[src/rtl/spn_round_core.sv]
module spn_round_core #(
  parameter int ROUNDS = 34,
  localparam int IW = $clog2(ROUNDS + 1)
) (
  input  logic          clk,
  input  logic          rst_n,
  input  logic          start,
  input  logic [63:0]   data_in,
  input  logic [63:0]   round_key,
  output logic [63:0]   data_out,
  output logic [IW-1:0] round_idx,
  output logic          busy,
  output logic          done
);

  localparam logic [3:0] SBOX [16] = '{
    4'hD, 4'h7, 4'h3, 4'h2, 4'h9, 4'hA, 4'hC, 4'h1,
    4'hF, 4'h4, 4'h5, 4'hE, 4'h6, 4'h0, 4'hB, 4'h8
  };

  localparam int PMAP [64] = '{
    13,  2, 60, 50, 51, 27, 10, 36,
    25,  7, 32, 61,  1, 49, 47, 19,
    34, 53, 16, 22, 57, 20, 48, 41,
     9, 52,  6, 31, 62, 30, 28, 11,
    37, 17, 58,  8, 33, 44, 46, 59,
    24, 55, 63, 38, 56, 39, 15, 23,
    14,  4,  5, 26, 18, 54, 42, 45,
    21, 35, 40,  3, 12, 29, 43, 64
  };

  function automatic logic [63:0] sub_layer(input logic [63:0] x);
    logic [63:0] y;
    for (int k = 0; k < 16; k++) y[4*k +: 4] = SBOX[x[4*k +: 4]];
    return y;
  endfunction

  function automatic logic [63:0] perm_layer(input logic [63:0] x);
    logic [63:0] y;
    for (int i = 0; i < 64; i++) y[PMAP[i]-1] = x[i];
    return y;
  endfunction

  logic [63:0] state_q;
  logic [63:0] round_nxt;
  logic        last_rnd;

  assign round_nxt = sub_layer(perm_layer(state_q) ^ round_key);
  assign last_rnd  = (round_idx == IW'(ROUNDS));
  assign data_out  = state_q;

  always_ff @(posedge clk or negedge rst_n) begin
    if (!rst_n) begin
      state_q   <= '0;
      round_idx <= '0;
      busy      <= 1'b0;
      done      <= 1'b0;
    end else begin
      done <= 1'b0;
      if (busy) begin
        state_q <= round_nxt;
        if (last_rnd) begin
          busy      <= 1'b0;
          round_idx <= '0;
          done      <= 1'b1;
        end else begin
          round_idx <= round_idx + 1'b1;
        end
      end else if (start) begin
        state_q   <= sub_layer(data_in);
        busy      <= 1'b1;
        round_idx <= IW'(1);
      end
    end
  end

endmodule

[config.mk]
export PLATFORM = sky130hd
export DESIGN_NAME = spn_round_core
export DESIGN_NICKNAME = d
export VERILOG_FILES = /design/src/rtl/spn_round_core.sv
export SDC_FILE = /design/constraint.sdc
export NUM_CORES = 1
export LEC_CHECK = 0
export BUFFER_PORTS_ARGS = -buffer_cell sky130_fd_sc_hd__buf_2
export CAP_MARGIN = 15
export CORE_MARGIN = 2
export CORE_UTILIZATION = 35
export CTS_CLUSTER_SIZE = 12
export DETAILED_ROUTE_END_ITERATION = 7
export GPL_TIMING_DRIVEN = 1
export PLACE_DENSITY = 0.62
export SYNTH_ARGS = -nofsm -noshare
export SYNTH_HDL_FRONTEND = slang
export SYNTH_SLANG_ARGS = --single-unit
[constraint.sdc]
create_clock -name clk -period 2.05 [get_ports clk]
set_input_delay 0 -clock clk [delete_from_list [all_inputs] [get_ports clk]]
set_output_delay 0 -clock clk [all_outputs]
set_load 0.02 [all_outputs]
; ---- Word level (Yosys, flattened, before mapping)
; Memories as Yosys holds them, arrays and structs flattened.
; Cells that the tools add are included.
[word_totals]
ff_bits = 72
rom_bits = 2048
in_bits = 131
output_inout_bits = 72
wordCells = 178
n_memories = 32
[mem_list]
columns = name, depth, width, rd, rd_ports_with_merged_regs, write_ports, line_no
row1 = (name not given), 16, 4, 1, 0, 0, 34  ; for (int k = 0; k < 16; k++) y[4*k +: 4] = SBOX[x[4*k +: 4]];
row2 = (name not given), 16, 4, 1, 0, 0, 34
row3 = (name not given), 16, 4, 1, 0, 0, 34
row4 = (name not given), 16, 4, 1, 0, 0, 34
row5 = (name not given), 16, 4, 1, 0, 0, 34
row6 = (name not given), 16, 4, 1, 0, 0, 34
row7 = +26 memories, --, --, --, --, --, --
[classes]
add_sub_neg = 1
magnitude_cmp = 32
eq_ne = 1
mux = 74
bitwise = 33
reduce_logical = 1
[ops]
columns = operator, count
row1 = two-way mux 4 bit, 64
row2 = "greater-or-equal comparator 5 bit, second input constant", 32
row3 = inverter 4 -> 5 bit, 32
row4 = two-way mux 64 bit, 2
row5 = bitwise XOR 64 bit, 1
row6 = two-way mux 6 bit, 3
row7 = "adder 6 x 1 -> 6 bit, second input constant", 1
row8 = "equality test 6 bit, second input constant", 1
row9 = two-way mux 1 bit, 5
row10 = nonzero test 2 bit, 1

; ---- Depth between registers and ports, before layout
; Gate-level depths: netlist of the first run.
[depth]
depth_word = 6
depth_mapped = 6
ltp_nobuf = 6

; ---- Worst setup path before layout of the first run
; No wires, ideal clock.
[synth_timing]
path_type = flip-flop to flip-flop
from = register state_q[34], in the netlist data_out[34]
to = register state_q[59], in the netlist data_out[59]
setup_ps = 121
t_arrival_ps = 1663
required_ps = 1929
setup_slack_ps = 266
stages_incl_launch_ff = 5
path_buffers = 0
period_less_slack_ps = 1784
path_cell_list = dfrtp_1 xor2_1 mux2_4 a211o_1 a22o_1
[synth_between]
elab_chain_len = 6
[synth_rtl]
columns = item, line_no
row1 = from (decl), 44  ; logic [63:0] state_q;
row2 = from (signal assigned), 61  ; state_q <= round_nxt;
row3 = from (signal assigned), 70  ; state_q <= sub_layer(data_in);
row4 = bitwise XOR 64 bit, 48  ; assign round_nxt = sub_layer(perm_layer(state_q) ^ round_key);
row5 = inverter 4 -> 5 bit (not written as such), 34
row6 = memory (16 x 4 bit), --
row7 = two-way mux 4 bit (not written as such) (2 in series), 34
row8 = two-way mux 64 bit, 60  ; if (busy) begin
; Every way passes these cells. The select of a mux whose other input is x is not followed.
; A chain may end at the register's enable or synchronous reset.

; ---- Worst setup path in the final report of the first run
[layout_timing]
from = register state_q[46], in the netlist data_out[46]
to = register state_q[13], in the netlist data_out[13]
; The elaborated chain is that of the path after synthesis.

==> metrics.md, run 1 <==
| Metric | Value |
|---|---|
| CTS clock-pin slew for the worst setup and hold paths | ~70 ps |
| Iteration count of the initial detailed-routing pass | 7 |
| Critical Path Start | data_out[46]$_DFFE_PN0P_ |
| PnR Total Power | approximately 0.015 W |
| Via-to-Cell Ratio | about 5.6 |
| Min-delay worst type | in -> reg |
| FFs w/ async S/R, synth | 100% |
| Setup_tns | 0 ps |
| Routed Antenna Nets | 0 |
| Slew @ Worst Pin | 746 ps |
| Crit share post-route | between 70% and 80% |
| Synth top area share | around a fifth |
| Worst vdd ir | between 0.9 and 1 mV |
| Die W | 160 um |
| Clk_skew | between 10 and 15 ps |
| DRT Wirelength | about 26 mm |
| Logic gate share of total power | between 60% and 70% |
| TritonCTS buffer count | 9 |
| EDFF count, synth | 0 |
| RePlAce Congestion | 0.894 |
| DRC | 0 |
| Wire per inst | 16.6 um |
| Die Height | between 150 and 200 um |
| Max Transition Viols Final | 0 |
| Worst Path Required | roughly 2300 ps |
| Pre-CTS setup slack | about 440 ps |
| RSZ-0062 raised after global routing | false |
| Syn_area_per_cell | ~8 um^2 |
| Crit-path max FO | 7 |
| Most frequent cells in the layout | buf_2, a21oi_1, xnor2_1 |
| GRT met2 Usage | 31.7% |
| # H-tree levels | 3 |
| Cell Int Power | approximately 0.0073 W |
| Mapped Cells | 1039 |
| Pwr Density | roughly 1400 nW/um^2 |
| Final hold vios | 0 |
| Die area | about 25000 um^2 |
| Hold path depth | 4 |
| Max transition margin | between 50% and 60% |
| Met3 usage | under 10% |
| Clk pwr share | a little over a tenth |
| Sw Pwr | 0.00726 W |
| Crit start category | register |
| Vias | roughly 8600 |
| Core Rows | 56 |
| Synth area leader | dfrtp_1 |
| Endpoint of the worst register-to-register path | data_out[13]$_DFFE_PN0P_ |
| Initial DRC count | ~740 |
| Met1 global-route usage | approximately a quarter |
| Final setup fails | 0 |
| F_max | about 600 MHz |
| Sequential share of the synthesized area | a little over a fifth |
| I/O pins | approximately 200 |
| FF-to-FF path depth | 4 |
| Nets@finish | ~1400 |
| Layout cells sized above 1 | between 20% and 30% |
| Cell Area, Synth | between 8000 and 9000 um^2 |
| Post-placement cell count | 1532 |
| Setup Crit Path Kind | reg -> reg |
| Worst R2R Setup Slack | between 400 and 500 ps |
| Synth warnings | 0 |
| Crit. End Element | register |
| Max Cap Violations | 0 |
| Clk Latency, worst-skew pair | 340 ps |
| GRT overflow | 0 |
| Final worst slack | about 430 ps |
| Switching Fraction | about half |
| Commonest non-fill, non-tap cell in the layout | buf_2 |
| Main flop type after synthesis | dfrtp_1 |
| # port buffers | between 200 and 250 |
| Synth Register Bits | 72 |
| Initial antenna violation count | 1 |
| Largest net degree at the start of global routing | 65 |
| Leak | around 4.5 nW |
| Worst r2r src | data_out[46]$_DFFE_PN0P_ |
| Fin cells | between 1500 and 2000 |
| Gr busiest metal | met2 |
| Post-layout min period | 1620 ps |
| Gates resized, CTS repair | 0 |
| TritonCTS clock tree | built |
| Vias in the first global route | 7840 |
| Outcome | finished clean |
| Seq pwr share | between 20 and 25% |
| First-pass GRT wire length | a little over 40 mm |
| Gr usage total | 19.4% |
| End of the critical path | data_out[13]$_DFFE_PN0P_ |
| Netlist cell types | slightly above 60 |
| Core area | 23600 um^2 |
| Layout overhead on the synthesized area | 20.4% |
| Post-synthesis net count | about 1200 |
| Worst Path Arrival | 1830 ps |
| Synth area leaders | dfrtp_1, xnor2_1, ha_1 |
| CTS root buffer | clkbuf_16 |
| Final core occ | 43.2% |
| Filler Cell Count | between 2000 and 2500 |
| Largest buffer count on any clock path | 2 |
| Initial Util | a little over a third |
| CTS Sinks | roughly 70 |
| HPWL after detailed placement | roughly 20 mm |
[synthesized netlist by cell type (17+ instances only)]
master / n
o22ai_1: 17
o311ai_0: 22
clkbuf_1: 26
a21oi_1: 83
o211ai_1: 32
nand3_1: 34
xnor2_1: 76
nand4_1: 33
mux2i_1: 49
nand2_1: 48
dfrtp_1: 72
ha_1: 50
inv_1: 45
xor2_1: 54
nor2_1: 73
buf_2: 30
o21ai_0: 34
nor3_1: 21
a211oi_1: 30
[flip-flops by register name, indices dropped and copies added (netlist names)]
signal     cells
data_out      64
round_idx      6
busy           1
done           1
[logic make-up (layout without fill, tap and decap cells)]
kind of cell	after synthesis	count (layout)	synth area share (%)
flops	72	72	21.2
other cells	0	1	0
compound gates	340	340	27.8
mux	55	55	6.89
fa+ha+maj	50	50	7.38
xor+xnor	133	133	14.0
buf+inv	102	293	4.96
simple gates	287	287	17.7
[routing by layer]
metal  wire length, um  up-vias  share of wire, %
met5                 0        -                 0
li1                  -     4337                 -
met2             11700      226                45
met1             12000     4008                47
met3              1510       36               5.9
met4               516        0               2.0
[worst min path at each step]
stage | startpoint | endpoint
2_1_floorplan | rst_n | busy$_DFF_PN0_
3_3_place_gp | rst_n | round_idx[0]$_DFFE_PN0P_
3_5_place_dp | rst_n | round_idx[0]$_DFFE_PN0P_
4_1_cts | data_in[18] | data_out[18]$_DFFE_PN0P_
5_1_grt | data_in[18] | data_out[18]$_DFFE_PN0P_
6_report | data_in[18] | data_out[18]$_DFFE_PN0P_
[layout make-up]
cell class	count	area, um^2	area share (%)
clock inverter	6	42.5	0.417
timing repair buffer	232	1290	12.6
tap	319	399	3.91
antenna	1	2.50	0.0245
clock buffer	10	239	2.34
sequential	72	1810	17.7
inverter	45	169	1.65
multi-input combinational	865	6260	61.3
[worst max-delay path, stage by stage, from the launching register on]
cell,delay [ps]
dfrtp_1,440
xnor2_1,530
a211oi_1,150
a211oi_1,260
a211oi_1,100
[power groups by stage]
stage	combinational, W	sequential [W]	clock [W]
floorplan	0.00631	0.00393	0
global placement	0.00952	0.00337	0
detailed placement	0.00964	0.00338	0
CTS	0.00970	0.00337	0.00161
global route	0.0107	0.00348	0.00167
finish	0.00970	0.00334	0.00156
[through the flow]
step	hold slack [ps]	area, um^2
after global routing	105	10200
after detailed placement	20.7	9910
after CTS	26.4	10200
final	41.4	10200
after floorplan	-296	8480
after global placement	12.0	9910
[what timing repair did]
item | CTS | global route
buffers inserted | 0 | 0
endpoints found under the hold margin | 34 | 0
endpoints found under the setup margin | 0 | 0
hold buffers | 1 | 0
Power figures use the tool's default switching activity.
==> inputs of run 2 (changes only) <==
Settings changed: PLACE_DENSITY 0.62 to 0.64.
Clock period 2.05 ns to 1.34 ns, I/O delays scaled along.
==> run 2 against run 1 <==
Non-clock buffer count grew 211. Worst setup slack lost 580 ps. Global-route usage grew 3.8 points. The run now ends with setup timing left. Cell area grew 38%. First-iteration DRC count grew 11%. Sequential cell count is the same. Register-to-register slack lost 580 ps. Total power grew 120%. Highest routed layer unchanged. Via count grew 16%. Sequential power grew 76%. Count of clock-buffer cells in the layout grew 1. Cell count grew 14%.
==> metrics.md, run 2 (synthesis results as in run 1) <==
| Metric | Value |
|---|---|
| Outcome | finished, violations left |
| Violated checks | setup timing |
| DRC | 0 |
| Initial Util | 35.9% |
| RePlAce Congestion | approximately 0.91 |
| Final worst slack | -149 ps |
| HP Start | data_in[18] |
| Cell Chain, Critical Path | xor2_4, mux2_4, a211o_1, a22o_1 |
| Initial antenna violation count | 1 |
| Critical Path Start | data_out[34]$_DFFE_PN0P_ |
| Setup Crit Path Kind | reg -> reg |
| # port buffers | 202 |
| Pwr Density | about 2300 nW/um^2 |
| Crit. End Element | register |
| CTS Sinks | 72 |
| Max Cap Violations | 0 |
| Gr usage total | roughly a quarter |
| Critical Path Slowest Stage Cell | dfrtp_2 |
| Max transition margin | between 60% and 70% |
| Commonest non-fill, non-tap cell in the layout | buf_2 |
| Worst R2R Setup Slack | -150 ps |
| CTS clock-pin slew for the worst setup and hold paths | roughly 70 ps |
| Leak | 6.17 nW |
| Die Height | between 150 and 200 um |
| Worst Path Arrival | about 1700 ps |
| Switching Fraction | between 40% and 50% |
| Layout cells sized above 1 | between 40% and 50% |
| CTS root buffer | clkbuf_16 |
| Crit share post-route | 111% |
| Die W | approximately 160 um |
| Cell Int Power | around 0.017 W |
| Most frequent cells in the layout | buf_2, buf_4, a21oi_1 |
| F_max | around 670 MHz |
| DRT Wirelength | 31.9 mm |
| Largest net degree at the start of global routing | 41 |
| Worst Path Required | 1590 ps |
| RSZ-0062 raised after global routing | true |
| CP top delay family | compound AO/OA/AOI/OAI gates |
| Crit start category | register |
| Core area | roughly 24000 um^2 |
| Slew @ Worst Pin | 567 ps |
| First-pass GRT wire length | ~48 mm |
| Layout overhead on the synthesized area | 66.4% |
| Seq pwr share | 18.4% |
| Worst r2r src | data_out[34]$_DFFE_PN0P_ |
| Clk pwr share | under 10% |
| Sw Pwr | between 0.01 and 0.015 W |
| Wire per inst | around 18 um |
| Clk Latency, worst-skew pair | approximately 360 ps |
| Initial DRC count | around 800 |
| TritonCTS buffer count | 9 |
| Clk_skew | 13.8 ps |
| GRT overflow | 0 |
| TritonCTS clock tree | built |
| Via-to-Cell Ratio | 5.66 |
| Max Transition Viols Final | 0 |
| Iteration count of the initial detailed-routing pass | 6 |
| Hold path depth | 4 |
| Vias in the first global route | about 9200 |
| Core Rows | 56 |
| Min-delay worst type | in -> reg |
| Post-layout min period | 1490 ps |
| Logic gate share of total power | between 70% and 80% |
| Crit-path max FO | 3 |
| Final setup fails | 42 |
| Max FFs per register | between 60 and 70 |
| Pre-CTS setup slack | -198 ps |
| FF-to-FF path depth | 4 |
| Largest buffer count on any clock path | 2 |
| Worst vdd ir | around 1.6 mV |
| Critical path buffer and inverter count | 0 |
| Endpoint of the worst register-to-register path | data_out[59]$_DFFE_PN0P_ |
| HPWL after detailed placement | 22.2 mm |
| I/O pins | 203 |
| Final hold vios | 0 |
| Routed Antenna Nets | 0 |
| # H-tree levels | 3 |
| Setup_tns | -2150 ps |
| Die area | between 20000 and 30000 um^2 |
| Vias | about 10000 |
| WHS Endpoint | data_out[18]$_DFFE_PN0P_ |
| Nets@finish | between 1500 and 2000 |
| Biggest cell delay along the critical path | around 440 ps |
run 2: cell types whose count changed in the layout (fill, tap and decap cells not counted), sizes merged, moves of 2 or more:
cell    delta
buf      +206
clkbuf     +5
xnor2      +3
inv        -2
run 2: timing repair:
item                                   CTS  global route
hold buffers                             1             0
buffers inserted                        22            31
pin swaps                               55            86
setup endpoints to repair               60            72
endpoints found under the hold margin   72             0
cloned                                   8             4
gates resized for setup                121           178
run 2: layer usage:
metal / up-vias / wire (um) / part of all wire (%) / GRT usage [%]
met1: 4820 / 13800 / 43 / 30.4
li1: 4747 / - / - / -
met5: - / 0 / 0 / 0
met2: 357 / 15400 / 48 / 38.9
met4: 0 / 901 / 2.8 / 8.26
met3: 62 / 1840 / 5.8 / 3.77
run 2: cell type report:
type,count,area [um^2]
antenna,1,2.50
clock buffer,11,253
clock inverter,4,53.8
fill,2000,9500
inverter,45,169
multi-input combinational,868,8040
sequential,72,1870
tap,319,399
timing repair buffer,443,3330
run 2: power by group through the flow:
stage	Sequential, W	Combinational [W]	Clock, W
floorplan	0.00637	0.0103	0
CTS	0.00555	0.0204	0.00270
finish	0.00589	0.0235	0.00266
global route	0.00607	0.0252	0.00278
detailed placement	0.00516	0.0186	0
global placement	0.00512	0.0183	0
run 2: worst min-delay path: stages:
cell,delay (ps)
buf_2,130
nand2_1,70
o311ai_0,80
a22oi_1,70
run 2: how the worst max path moves through the flow:
| stage | slack (ps) | end | cells past startpoint |
|---|---|---|---|
| 2_1_floorplan | -240 | data_out[59]$_DFFE_PN0P_ | 4 |
| 5_1_grt | -190 | data_out[4]$_DFFE_PN0P_ | 4 |
| 6_report | -150 | data_out[59]$_DFFE_PN0P_ | 4 |
| 3_3_place_gp | -180 | data_out[41]$_DFFE_PN0P_ | 4 |
| 3_5_place_dp | -200 | data_out[40]$_DFFE_PN0P_ | 4 |
| 4_1_cts | -150 | data_out[59]$_DFFE_PN0P_ | 4 |
run 2: stage by stage:
| stage | cell area (um^2) | instances | utilization (%) | hold WS (ps) | power (W) |
|---|---|---|---|---|---|
| finish | 14100 | 1763 | 59.8 | 32.3 | 0.0321 |
| global route | 14100 | 1763 | 59.8 | 34.2 | 0.0341 |
| CTS | 12900 | 1735 | 54.7 | 7.63 | 0.0286 |
| detailed placement | 11600 | 1694 | 49.3 | -105 | 0.0237 |
| global placement | 11600 | 1694 | 49.3 | -108 | 0.0234 |
| floorplan | 8990 | 1039 | - | -296 | 0.0167 |
==> inputs of run 3 (changes only) <==
Settings changed: CTS_CLUSTER_SIZE 12 to 30, RECOVER_POWER from default to 25.
==> run 3 against run 2 <==
The flow still finishes with violations (setup timing). Wire length hardly changed. Clock skew stayed put. Sequential power hardly changed. Die area stayed put. Cell area hardly changed. Sequential share of layout area hardly changed. First-iteration DRC count stayed put. Register-to-register slack hardly changed. Worst setup slack hardly changed.
==> metrics.md, run 3 (synthesis results as in run 1) <==
| Metric | Value |
|---|---|
| TritonCTS buffer count | 9 |
| PnR Total Power | between 0.03 and 0.04 W |
| Biggest cell delay along the critical path | between 400 and 500 ps |
| Gr usage total | roughly a quarter |
| Nets@finish | around 1600 |
| Initial DRC count | 819 |
| TritonCTS clock tree | built |
| Endpoint of the worst register-to-register path | data_out[59]$_DFFE_PN0P_ |
| Initial antenna violation count | 1 |
| Commonest non-fill, non-tap cell in the layout | buf_2 |
| First-pass GRT wire length | a little under 50 mm |
| Worst r2r src | data_out[34]$_DFFE_PN0P_ |
| Post-placement cell count | 1694 |
| Wire per inst | ~18 um |
| Layout overhead on the synthesized area | 66.4% |
| HP Start | data_in[18] |
| Die W | ~160 um |
| Vias in the first global route | ~9200 |
| Sequential Area | around 1900 um^2 |
| RSZ-0062 raised after global routing | true |
| Crit share post-route | 111% |
| Clk Latency, worst-skew pair | about 360 ps |
| CTS clock-pin slew for the worst setup and hold paths | 70 ps |
| Final setup fails | 42 |
| GRT overflow | 0 |
| DRT Wirelength | 31.9 mm |
| Core area | approximately 24000 um^2 |
| Initial Util | ~36% |
| Pwr Density | 2270 nW/um^2 |
| Via-to-Cell Ratio | around 5.7 |
| Worst Path Required | 1590 ps |
| Final Cell Area | ~14000 um^2 |
| Placed inst area | between 10000 and 15000 um^2 |
| Die Height | 160 um |
| Outcome | finished, violations left |
| Layout cells sized above 1 | roughly half |
| Most frequent cells in the layout | buf_2, buf_4, a21oi_1 |
| HPWL after detailed placement | approximately 22 mm |
| CTS Sinks | roughly 70 |
| Critical Path Slowest Stage Cell | dfrtp_2 |
| Iteration count of the initial detailed-routing pass | 6 |
| Core Rows | 56 |
| Multi-input logic area | ~8000 um^2 |
| FF-to-FF path depth | 4 |
| Violated checks | setup timing |
| Final worst slack | -149 ps |
| Largest net degree at the start of global routing | between 40 and 50 |
| Crit start category | register |
| Fin cells | 1763 |
| Largest buffer count on any clock path | 2 |
| Worst vdd ir | about 1.6 mV |
| F_max | roughly 670 MHz |
| Hold path depth | 4 |
| Slew @ Worst Pin | ~1100 ps |
| CP top delay family | compound AO/OA/AOI/OAI gates |
| Final hold vios | 0 |
| DRC | 0 |
| Max Transition Viols Final | 0 |
| Setup Crit Path Kind | reg -> reg |
| Leak | just over 6 nW |
| Min-delay worst type | in -> reg |
| Max FFs per register | 64 |
| CTS root buffer | clkbuf_16 |
| WHS Endpoint | data_out[18]$_DFFE_PN0P_ |
| # H-tree levels | 3 |
| Crit-path max FO | 3 |
| I/O pins | 203 |
| Critical path buffer and inverter count | 0 |
| Clk_skew | 13.8 ps |
| Worst Path Arrival | 1730 ps |
| Vias | about 10000 |
| Filler Cell Count | 2000 |
| Worst R2R Setup Slack | -150 ps |
| Max transition margin | a little over a quarter |
| # port buffers | 202 |
| Cell Chain, Critical Path | xor2_4, mux2_4, a211o_1, a22o_1 |
| Final core occ | around three fifths |
| Post-layout min period | 1490 ps |
| Die area | approximately 25000 um^2 |
| RePlAce Congestion | between 0.9 and 1 |
| Crit. End Element | register |
| Routed Antenna Nets | 0 |
| Max Cap Violations | 0 |
[run 3: timing repair]
item	CTS	global route
hold buffers	1	0
setup endpoints to repair	60	72
setup buffers	22	31
gates resized for setup	121	178
endpoints found under the hold margin	72	0
cloned	8	4
pin swaps	55	86
[run 3: worst register-to-register path: stages, from the launching register on]
cell and delay, ps:
dfrtp_2 440, xor2_4 170, mux2_4 320, a211o_1 250, a22o_1 200
[run 3: stage by stage]
stage	setup WS [ps]	hold WS [ps]	setup TNS, ps
floorplan	-242	-296	-729
global placement	-184	-108	-2590
detailed placement	-198	-105	-3570
CTS	-150	7.63	-1210
global route	-192	34.2	-7250
finish	-149	32.3	-2150
[run 3: final cells by class]
type | instances | share of cell area [%]
diodes | 1 | 0.0177
well taps | 319 | 2.83
multi-input cells | 868 | 57.0
inverters | 45 | 1.20
clock inverters | 4 | 0.381
clock buffers | 11 | 1.79
repair buffers | 443 | 23.6
flip-flops and latches | 72 | 13.2
[run 3: layer usage]
metal | wire (um) | vias up | global-route usage [%]
li1 | - | 4748 | -
met1 | 13800 | 4821 | 30.4
met2 | 15400 | 356 | 38.9
met4 | 901 | 0 | 8.26
met3 | 1840 | 62 | 3.77
met5 | 0 | - | 0
[run 3: worst max path at each step]
stage / endpoint / slack (ps) / start / cells past startpoint
6_report: data_out[59]$_DFFE_PN0P_ / -150 / data_out[34]$_DFFE_PN0P_ / 4
5_1_grt: data_out[4]$_DFFE_PN0P_ / -190 / data_out[26]$_DFFE_PN0P_ / 4
4_1_cts: data_out[59]$_DFFE_PN0P_ / -150 / data_out[34]$_DFFE_PN0P_ / 4
3_5_place_dp: data_out[40]$_DFFE_PN0P_ / -200 / data_out[54]$_DFFE_PN0P_ / 4
3_3_place_gp: data_out[41]$_DFFE_PN0P_ / -180 / data_out[54]$_DFFE_PN0P_ / 4
2_1_floorplan: data_out[59]$_DFFE_PN0P_ / -240 / data_out[34]$_DFFE_PN0P_ / 4
[run 3: power breakdown]
| part | leakage (nW) | internal (W) | switching (W) |
|---|---|---|---|
| sequential | 0.790 | 0.00358 | 0.00232 |
| combinational | 5.23 | 0.0123 | 0.0112 |
| clock | 0.144 | 0.00154 | 0.00112 |
